File: src/rtl/rom_guard_pkg.sv
package rom_guard_pkg;
  typedef struct packed {
    logic capture;     // a read is being accepted this cycle
    logic substitute;  // the accepted read must be replaced
  } guardStrobes_t;
endpackage

File: src/rtl/guard_ctrl.sv
module guard_ctrl
  import rom_guard_pkg::*;
#(
  parameter int unsigned ADDR_W    = 16,
  parameter logic [ADDR_W-1:0] ROM_BASE  = 16'h2000,
  parameter logic [ADDR_W-1:0] ROM_LAST  = 16'h3FFF,
  parameter logic [ADDR_W-1:0] EXEMPT_LO = 16'h2000,
  parameter logic [ADDR_W-1:0] EXEMPT_HI = 16'h207F
) (
  input  logic              lockBit,
  input  logic              readStrobe,
  input  logic [ADDR_W-1:0] readAddr,
  input  logic [ADDR_W-1:0] fetchAddr,
  output guardStrobes_t     strobes
);
  logic fetchInternal;
  logic addrExempt;
  logic protectOn;

  always_comb begin
    fetchInternal = (fetchAddr >= ROM_BASE) && (fetchAddr <= ROM_LAST);
    addrExempt    = (readAddr >= EXEMPT_LO) && (readAddr <= EXEMPT_HI);
    protectOn     = ~lockBit;
    strobes.capture    = readStrobe;
    strobes.substitute = readStrobe && protectOn && !fetchInternal && !addrExempt;
  end
endmodule

File: src/rtl/guard_datapath.sv
module guard_datapath
  import rom_guard_pkg::*;
#(
  parameter int unsigned DATA_W = 16,
  parameter logic [DATA_W-1:0] DENY_WORD = 16'hF0FD
) (
  input  logic              clk,
  input  logic              rstN,
  input  guardStrobes_t     strobes,
  input  logic [DATA_W-1:0] romWord,
  output logic [DATA_W-1:0] readData,
  output logic              readDenied
);
  always_ff @(posedge clk) begin
    if (!rstN) begin
      readData   <= '0;
      readDenied <= 1'b0;
    end else begin
      readDenied <= strobes.substitute;
      if (strobes.capture)
        readData <= strobes.substitute ? DENY_WORD : romWord;
    end
  end
endmodule

File: src/rtl/rom_read_guard.sv
module rom_read_guard
  import rom_guard_pkg::*;
#(
  parameter int unsigned ADDR_W    = 16,
  parameter int unsigned DATA_W    = 16,
  parameter logic [ADDR_W-1:0] ROM_BASE  = 16'h2000,
  parameter logic [ADDR_W-1:0] ROM_LAST  = 16'h3FFF,
  parameter logic [ADDR_W-1:0] EXEMPT_LO = 16'h2000,
  parameter logic [ADDR_W-1:0] EXEMPT_HI = 16'h207F,
  parameter logic [DATA_W-1:0] DENY_WORD = 16'hF0FD
) (
  input  logic              clk,
  input  logic              rstN,
  input  logic              lockBit,
  input  logic              readStrobe,
  input  logic [ADDR_W-1:0] readAddr,
  input  logic [ADDR_W-1:0] fetchAddr,
  input  logic [DATA_W-1:0] romWord,
  output logic [DATA_W-1:0] readData,
  output logic              readDenied
);
  guardStrobes_t strobes;

  guard_ctrl #(
    .ADDR_W(ADDR_W), .ROM_BASE(ROM_BASE), .ROM_LAST(ROM_LAST),
    .EXEMPT_LO(EXEMPT_LO), .EXEMPT_HI(EXEMPT_HI)
  ) i_ctrl (
    .lockBit(lockBit), .readStrobe(readStrobe), .readAddr(readAddr),
    .fetchAddr(fetchAddr), .strobes(strobes)
  );

  guard_datapath #(.DATA_W(DATA_W), .DENY_WORD(DENY_WORD)) i_dp (
    .clk(clk), .rstN(rstN), .strobes(strobes), .romWord(romWord),
    .readData(readData), .readDenied(readDenied)
  );
endmodule

File: config.mk
export PLATFORM = sky130hd
export DESIGN_NAME = rom_read_guard
export DESIGN_NICKNAME = d
export VERILOG_FILES = /design/src/rtl/rom_guard_pkg.sv /design/src/rtl/guard_ctrl.sv /design/src/rtl/guard_datapath.sv /design/src/rtl/rom_read_guard.sv
export SDC_FILE = /design/constraint.sdc
export NUM_CORES = 1
export LEC_CHECK = 0
export CORE_ASPECT_RATIO = 1.1
export CORE_UTILIZATION = 25
export CTS_CLUSTER_DIAMETER = 40
export DETAILED_ROUTE_END_ITERATION = 8
export PLACE_DENSITY = 0.74
export SETUP_SLACK_MARGIN = 0.05
export SLEW_MARGIN = 40
export SYNTH_ARGS = -nofsm -noshare
export SYNTH_HDL_FRONTEND = slang
export SYNTH_HIERARCHICAL = 1
export SYNTH_SLANG_ARGS = --single-unit
File: constraint.sdc
create_clock -name clk -period 1.3 [get_ports clk]
set_input_delay 0.13 -clock clk [delete_from_list [all_inputs] [get_ports clk]]
set_output_delay 0.13 -clock clk [all_outputs]
set_load 0.01 [all_outputs]
### Yosys cells after proc, flatten, opt, wreduce, memory -nomap -nowiden

Cells that the tools add are included.

| cells by class | value |
|---|---|
| bitwise operators | 1 |
| reduce and logical (&&, ||, !) cells | 7 |
| $lt $le $gt $ge | 4 |
| mux-type cells | 1 |

Operators with widths:

| cell | number |
|---|---|
| 16-bit by 14-bit greater-or-equal comparator with 1-bit output, second input constant | 2 |
| 16-bit by 14-bit <= comparator with 1-bit output, second input constant | 2 |
| 16-bit 2-to-1 mux | 1 |
| 1-bit logical AND | 5 |
| 1-bit logical NOT | 2 |
| 1-bit NOT | 1 |

| storage, ports and cells | value |
|---|---|
| output and inout bits | 17 |
| flip-flop bits (word level) | 17 |
| word-level logic and storage cells | 15 |
| bits of input ports | 52 |

### Depth between registers and ports, before layout

Gate-level depths: netlist of run 1.

| depth | value |
|---|---|
| depth in word-level cells | 6 |
| gate-level depth with buffers | 7 |
| gate-level depth less buffers | 5 |

### Cells and area by module

The synthesis of run 1 kept the hierarchy.

By module, submodules not included:

| module | sequential area each (µm²) | cells an instance | instances | area each (µm²) |
|---|---|---|---|---|
| guard_datapath | 340.3 | 51 | 1 | 629.4 |
| guard_ctrl | 0.0 | 7 | 1 | 45.0 |

### Worst setup path after synthesis of run 1

Ideal clock, no wire load.

| path | value |
|---|---|
| kind | input to register |
| start point | in readAddr[10] |
| end point | reg i_dp.readData[5] |
| library setup time | 0.118 ns |
| data required time | 1.182 ns |
| buffers on the path | 2 |
| stages | 7 |
| setup slack | -0.093 ns |
| arrival time | 1.276 ns |
| path through | nor4_1 nand4b_1 and4b_1 nand2b_2 buf_6 buf_8 o221a_4 |

RTL lines:

| what | line | text |
|---|---|---|
| start, declared | rom_read_guard.sv:16 | `input logic [ADDR_W-1:0] readAddr,` |
| end signal, assigned | guard_datapath.sv:21 | `readData <= strobes.substitute ? DENY_WORD : romWord;` |
| end, declared | guard_datapath.sv:11 | `output logic [DATA_W-1:0] readData,` |

==> flow_summary.json, run 1 <==
{
  "hold_viol_final": 0,
  "drc": 0,
  "cts_setup_buffers": 0,
  "synth_fa_ha_area_share_pct": 0,
  "p_leak_uw": 0.000526,
  "avgSynthCellArea_um2": 11.6,
  "synth-simple-area-share_pct": 16.1,
  "antenna_found_initial": 0,
  "grt_setup_unrepaired": "no",
  "path_clk_slew_ns": 0.10,
  "placed_area_um2": 1170,
  "ys_warn_count": 6,
  "grt_usage_pct": 12.6,
  "cts_buffer_depth": 2,
  "clock_skew_ns": 0,
  "synth_nets": 110,
  "antenna_cells": 0,
  "synth_compound_area_share_pct": 24.7,
  "clockRootBuffer": "clkbuf_4",
  "crit_path_end_kind": "register",
  "htree_levels": 1,
  "synth_edf_count": 0,
  "postRouteAntennaNets": 0,
  "cp_max_fo": 8,
  "rows": 19,
  "setup-violations-final": 0,
  "gr-total-overflow": 0,
  "coreArea_um2": 2520,
  "io_buffers": 48,
  "finalSetupTns_ns": 0,
  "power_density_nw_per_um2": 915,
  "wl_per_cell_um": 12.1,
  "hp-class": "in2reg",
  "period_share_pct": 91.3,
  "via_count": 632,
  "fin_area_um2": 1190,
  "clk_latency_ns": 0.28,
  "grt_pass1_wl_um": 2700,
  "syn-cell-area_um2": 674,
  "synth_commonest_cells": "17 x dfxtp_1, 6 x nand2_1, 6 x o221a_2, 5 x nand3b_1, 5 x o21ai_0",
  "cts_hold_repair.buffers": 0,
  "cts_tree": "done",
  "ff2ff_path_depth": 1,
  "synth_top_cell_area_share_pct": 50.5,
  "fmax_mhz": 842,
  "syn_to_final_growth_pct": 76.6,
  "synth_top_area_cell": "dfxtp_1",
  "start_kind": "input pin",
  "synth_cells": 58,
  "synthArstFlopShare_pct": 0,
  "synthXorXnorAreaFrac_pct": 0,
  "drt_wl_total_um": 1660,
  "io_pins": 69,
  "whs_path_depth": 3,
  "synth_ff_type": "dfxtp_1",
  "die_area_um2": 2910,
  "dieHeight_um": 56.5,
  "drive_above_1_share_pct": 17.0,
  "grt_start_max_net_pins": 23,
  "relSlewSlack_pct": 85.2,
  "synth_cell_types": 19,
  "hpwl_um": 1240,
  "synth_top_family_by_area": "compound AO/OA/AOI/OAI gates",
  "worstPathArrival_ns": 1.37,
  "peakVddDrop_mv": 0.546,
  "start_util_pct": 26.8,
  "drt-initial-drc-count": 6,
  "period_needed_ns": 1.19,
  "clock-sinks": 17,
  "seq_area_frac_synth_pct": 50.5,
  "layout.nets": 159,
  "gp_congestion": 0.629,
  "required_ns": 1.48,
  "dieWidth_um": 51.5,
  "worst_slew_pin_slew_ns": 0.221,
  "avgViaCountPerCell": 4.61,
  "final_max_slew_viol_count": 0,
  "grt_pass1_vias": 643,
  "yosysMostFrequentCell": "dfxtp_1",
  "ys_seq_elements": 17,
  "yosys-top-cells-area": "dfxtp_1 50%, o221a_2 10%, o221a_4 5.9%",
  "cts_made_buffers": 3,
  "path_class": "in2reg",
  "outcome": "finished clean",
  "firstDrtPassIters": 3,
  "max-cap-violations": 0,
  "synth_mux_area_share_pct": 0
}
[power breakdown]
part / leakage [µW] / switching, µW / internal (µW) / total, µW
Clock: 0.0000177 / 157 / 114 / 271
Sequential: 0.000141 / 17.9 / 556 / 574
Combinational: 0.000367 / 89.9 / 154 / 244
[logic make-up after synthesis]
family / count (synthesis)
AND/OR/NAND/NOR: 18
flip-flops: 17
buffers and inverters: 7
AO/OA/AOI/OAI: 16
[per-stage QoR]
stage               std cells  worst slack, ns  power [µW]  util, %  hold slack, ns
floorplan                  58          -0.0277         691        -           0.270
global placement          132           -0.395         853     46.4           0.470
detailed placement        132           -0.436         859     46.4           0.477
CTS                       137           0.0676        1100     47.1           0.396
global route              137           0.0579        1140     47.3           0.414
finish                    137            0.113        1090     47.3           0.402
[sequential cells by signal, indices dropped and copies added (netlist names)]
register,count
i_dp/readData,16
i_dp/readDenied,1
[placed cells by master, fill, tap and decap left out, drive strengths merged, types with 2 or more instances in the layout]
master / netlist / final
buf: 6 / 2
clkbuf: 1 / 3
clkdlybuf4s50: 0 / 24
dfxtp: 17 / 17
dlygate4sd2: 0 / 22
nand2: 6 / 6
nand2b: 1 / 2
nand3b: 5 / 5
o21ai: 5 / 5
o221a: 11 / 11
[worst paths after layout]
path              slack [ns]              start           endpoint
setup / recovery        0.11       readAddr[11]  i_dp/readData[14]
hold / removal          0.40         romWord[1]   i_dp/readData[1]
setup reg to reg        0.61  i_dp/readData[15]  i_dp/readData[15]
hold reg to reg         0.49   i_dp/readData[1]   i_dp/readData[1]
[repair_timing]
action / 4_1_cts / 5_1_grt
resized for setup: 25 / 2
endpoints found under the setup margin: 33 / 9
gates cloned: 1 / 0
pin swaps: 1 / 4
[routing by layer]
metal / wire [µm] / part of all wire, % / up-vias / GRT usage, %
li1: - / - / 317 / -
met1: 667 / 40 / 282 / 13.6
met2: 818 / 49 / 31 / 20.6
met3: 164 / 9.9 / 2 / 4.88
met4: 11 / 0.66 / 0 / 6.95
met5: 0 / 0 / - / 0
[final cells by class]
cell class / count / area [µm²]
clock buffer: 3 / 22.5
clock inverter: 1 / 5.00
fill: 271 / 1330
multi-input combinational: 35 / 314
sequential: 17 / 340
tap: 31 / 38.8
timing repair buffer: 50 / 470
[critical path, stage by stage]
cell and delay [ns]:
dlygate4sd2_1 0.26, nor4_4 0.23, nand4b_1 0.11, and4b_1 0.21, nand2b_4 0.19, o221a_2 0.24
Power figures use the tool's default switching activity.
==> run 2: changes to the inputs <==
--- a/config.mk
+++ b/config.mk
@@ -6,10 +6,10 @@
 export NUM_CORES = 1
 export LEC_CHECK = 0
 export CORE_ASPECT_RATIO = 1.1
-export CORE_UTILIZATION = 25
+export CORE_UTILIZATION = 30
 export CTS_CLUSTER_DIAMETER = 40
 export DETAILED_ROUTE_END_ITERATION = 8
-export PLACE_DENSITY = 0.74
+export PLACE_DENSITY = 0.83
 export SETUP_SLACK_MARGIN = 0.05
 export SLEW_MARGIN = 40
 export SYNTH_ARGS = -nofsm -noshare
==> constraint.sdc (replaced) <==
create_clock -name clk -period 1.45 [get_ports clk]
set_input_delay 0.145 -clock clk [delete_from_list [all_inputs] [get_ports clk]]
set_output_delay 0.145 -clock clk [all_outputs]
set_load 0.01 [all_outputs]
==> flow_summary.json, run 2 (synthesis results as in run 1) <==
{
  "outcome": "finished clean",
  "via_count": 643,
  "drc": 0,
  "final_common_cell": "clkdlybuf4s50_1",
  "hpwl_um": 1280,
  "ff2ff_path_depth": 1,
  "reg_top3": "i_dp/readData x16, i_dp/readDenied x1",
  "required_ns": 1.62,
  "hp-class": "in2reg",
  "antenna_found_initial": 0,
  "dieWidth_um": 47.2,
  "fillerInstances": 194,
  "dieHeight_um": 51.7,
  "worst_slew_pin_slew_ns": 0.227,
  "min_to": "i_dp/readData[9]",
  "whs_ns": 0.423,
  "preCtsSetupSlack_ns": -0.448,
  "hold_viol_final": 0,
  "die_area_um2": 2440,
  "io_pins": 69,
  "relSlewSlack_pct": 84.9,
  "period_needed_ns": 1.34,
  "cts_buffer_depth": 2,
  "max-cap-violations": 0,
  "grt_start_max_net_pins": 23,
  "clk_latency_ns": 0.27,
  "avgViaCountPerCell": 4.80,
  "start_kind": "input pin",
  "antenna_cells": 0,
  "final_max_slew_viol_count": 0,
  "drt-initial-drc-count": 10,
  "gr-total-overflow": 0,
  "cts_tree": "done",
  "rows": 17,
  "whs_path_depth": 3,
  "rrSetupSlack_ns": 0.75,
  "grt_pass1_wl_um": 2770,
  "period_share_pct": 92.3,
  "top_register": "i_dp/readData",
  "postRouteAntennaNets": 0,
  "grt_usage_pct": 15.6,
  "syn_to_final_growth_pct": 80.9,
  "layout.nets": 159,
  "wl_per_cell_um": 12.5,
  "clock_skew_ns": 0,
  "path_clk_slew_ns": 0.09,
  "cts_setup_buffers": 0,
  "firstDrtPassIters": 3,
  "crit_path_end_kind": "register",
  "fin_ws_ns": 0.112,
  "worstPathArrival_ns": 1.51,
  "grt_pass1_vias": 679,
  "io_buffers": 48,
  "peakVddDrop_mv": 0.460,
  "hp-start": "romWord[9]",
  "p_leak_uw": 0.000468,
  "clockRootBuffer": "clkbuf_4",
  "gp_congestion": 0.585,
  "layout.cells.most_common_list": "45 x clkdlybuf4s50_1, 17 x dfxtp_1, 6 x nand2_1",
  "drive_above_1_share_pct": 16.0,
  "largest_reg_flops": 16,
  "clock-sinks": 17,
  "setup-violations-final": 0,
  "cts_made_buffers": 3,
  "r2r-end": "i_dp/readData[15]",
  "grt_setup_unrepaired": "no",
  "rr_startpoint": "i_dp/readData[15]",
  "cts_hold_repair.buffers": 0,
  "power_density_nw_per_um2": 817,
  "path_class": "in2reg",
  "cp_max_fo": 8,
  "drt_wl_total_um": 1670,
  "coreArea_um2": 2060,
  "fmax_mhz": 747,
  "htree_levels": 1,
  "crit_start": "readAddr[8]",
  "start_util_pct": 32.7
}
run 2: changes by cell type in the layout (fill, tap and decap cells not counted):
cell / change
nor4_2: +1
o221a_4: +2
o221a_2: -2
clkbuf_1: +1
clkdlybuf4s15_1: -1
nor4_4: -1
clkinv_2: -1
dlygate4sd2_1: -20
clkdlybuf4s50_1: +21
run 2: metrics by stage:
step                      instances  utilization, %  instance area, µm²  total power (µW)  setup TNS [ns]
after floorplan                  58               -                 681               617               0
after global placement          129            55.9                1150               759           -5.04
after detailed placement        129            55.9                1150               765           -6.33
after CTS                       134            58.3                1200              1010               0
after global routing            134            59.1                1220              1050               0
final                           134            59.1                1220               996               0
run 2: worst max path at each step:
stage	endpoint	slack (ns)	cells past startpoint
6_report	i_dp/readData[4]	0.11	6
5_1_grt	i_dp/readData[4]	0.07	6
4_1_cts	i_dp/readData[3]	0.05	6
3_5_place_dp	i_dp/readData[3]	-0.45	6
3_3_place_gp	i_dp/readData[15]	-0.36	6
2_1_floorplan	i_dp/readData[5]	0.05	7
run 2: worst max-delay path, stage by stage:
cell,delay (ns)
clkdlybuf4s50_1,0.43
nor4_2,0.15
nand4b_1,0.11
and4b_1,0.22
nand2b_4,0.20
o221a_4,0.25
run 2: metal layers:
| metal | vias up | global-route usage, % | routed length (µm) | share of wire [%] |
|---|---|---|---|---|
| met5 | - | 0 | 0 | 0 |
| met4 | 0 | 2.86 | 0 | 0 |
| met3 | 0 | 4.51 | 129 | 7.7 |
| met2 | 31 | 27.1 | 889 | 53 |
| met1 | 297 | 18.9 | 652 | 39 |
| li1 | 315 | - | - | - |
run 2: timing repair:
item | in CTS | in global routing
pin swaps | 4 | 2
setup endpoints to repair | 16 | 10
gates cloned | 1 | 0
resized for setup | 5 | 3
run 2: cell type report:
class	instances	area, µm²	area share [%]
Timing Repair Buffer	50	495	40.6
Tap cell	28	35.0	2.87
Clock buffer	4	26.3	2.15
Sequential cell	17	340	27.9
Multi-Input combinational cell	35	323	26.5
run 2: power by group:
part           internal, µW  switching, µW  leakage (µW)  total, µW
Clock                   106            126     0.0000150        233
Combinational           167           79.8      0.000312        246
Sequential              499           18.2      0.000141        517
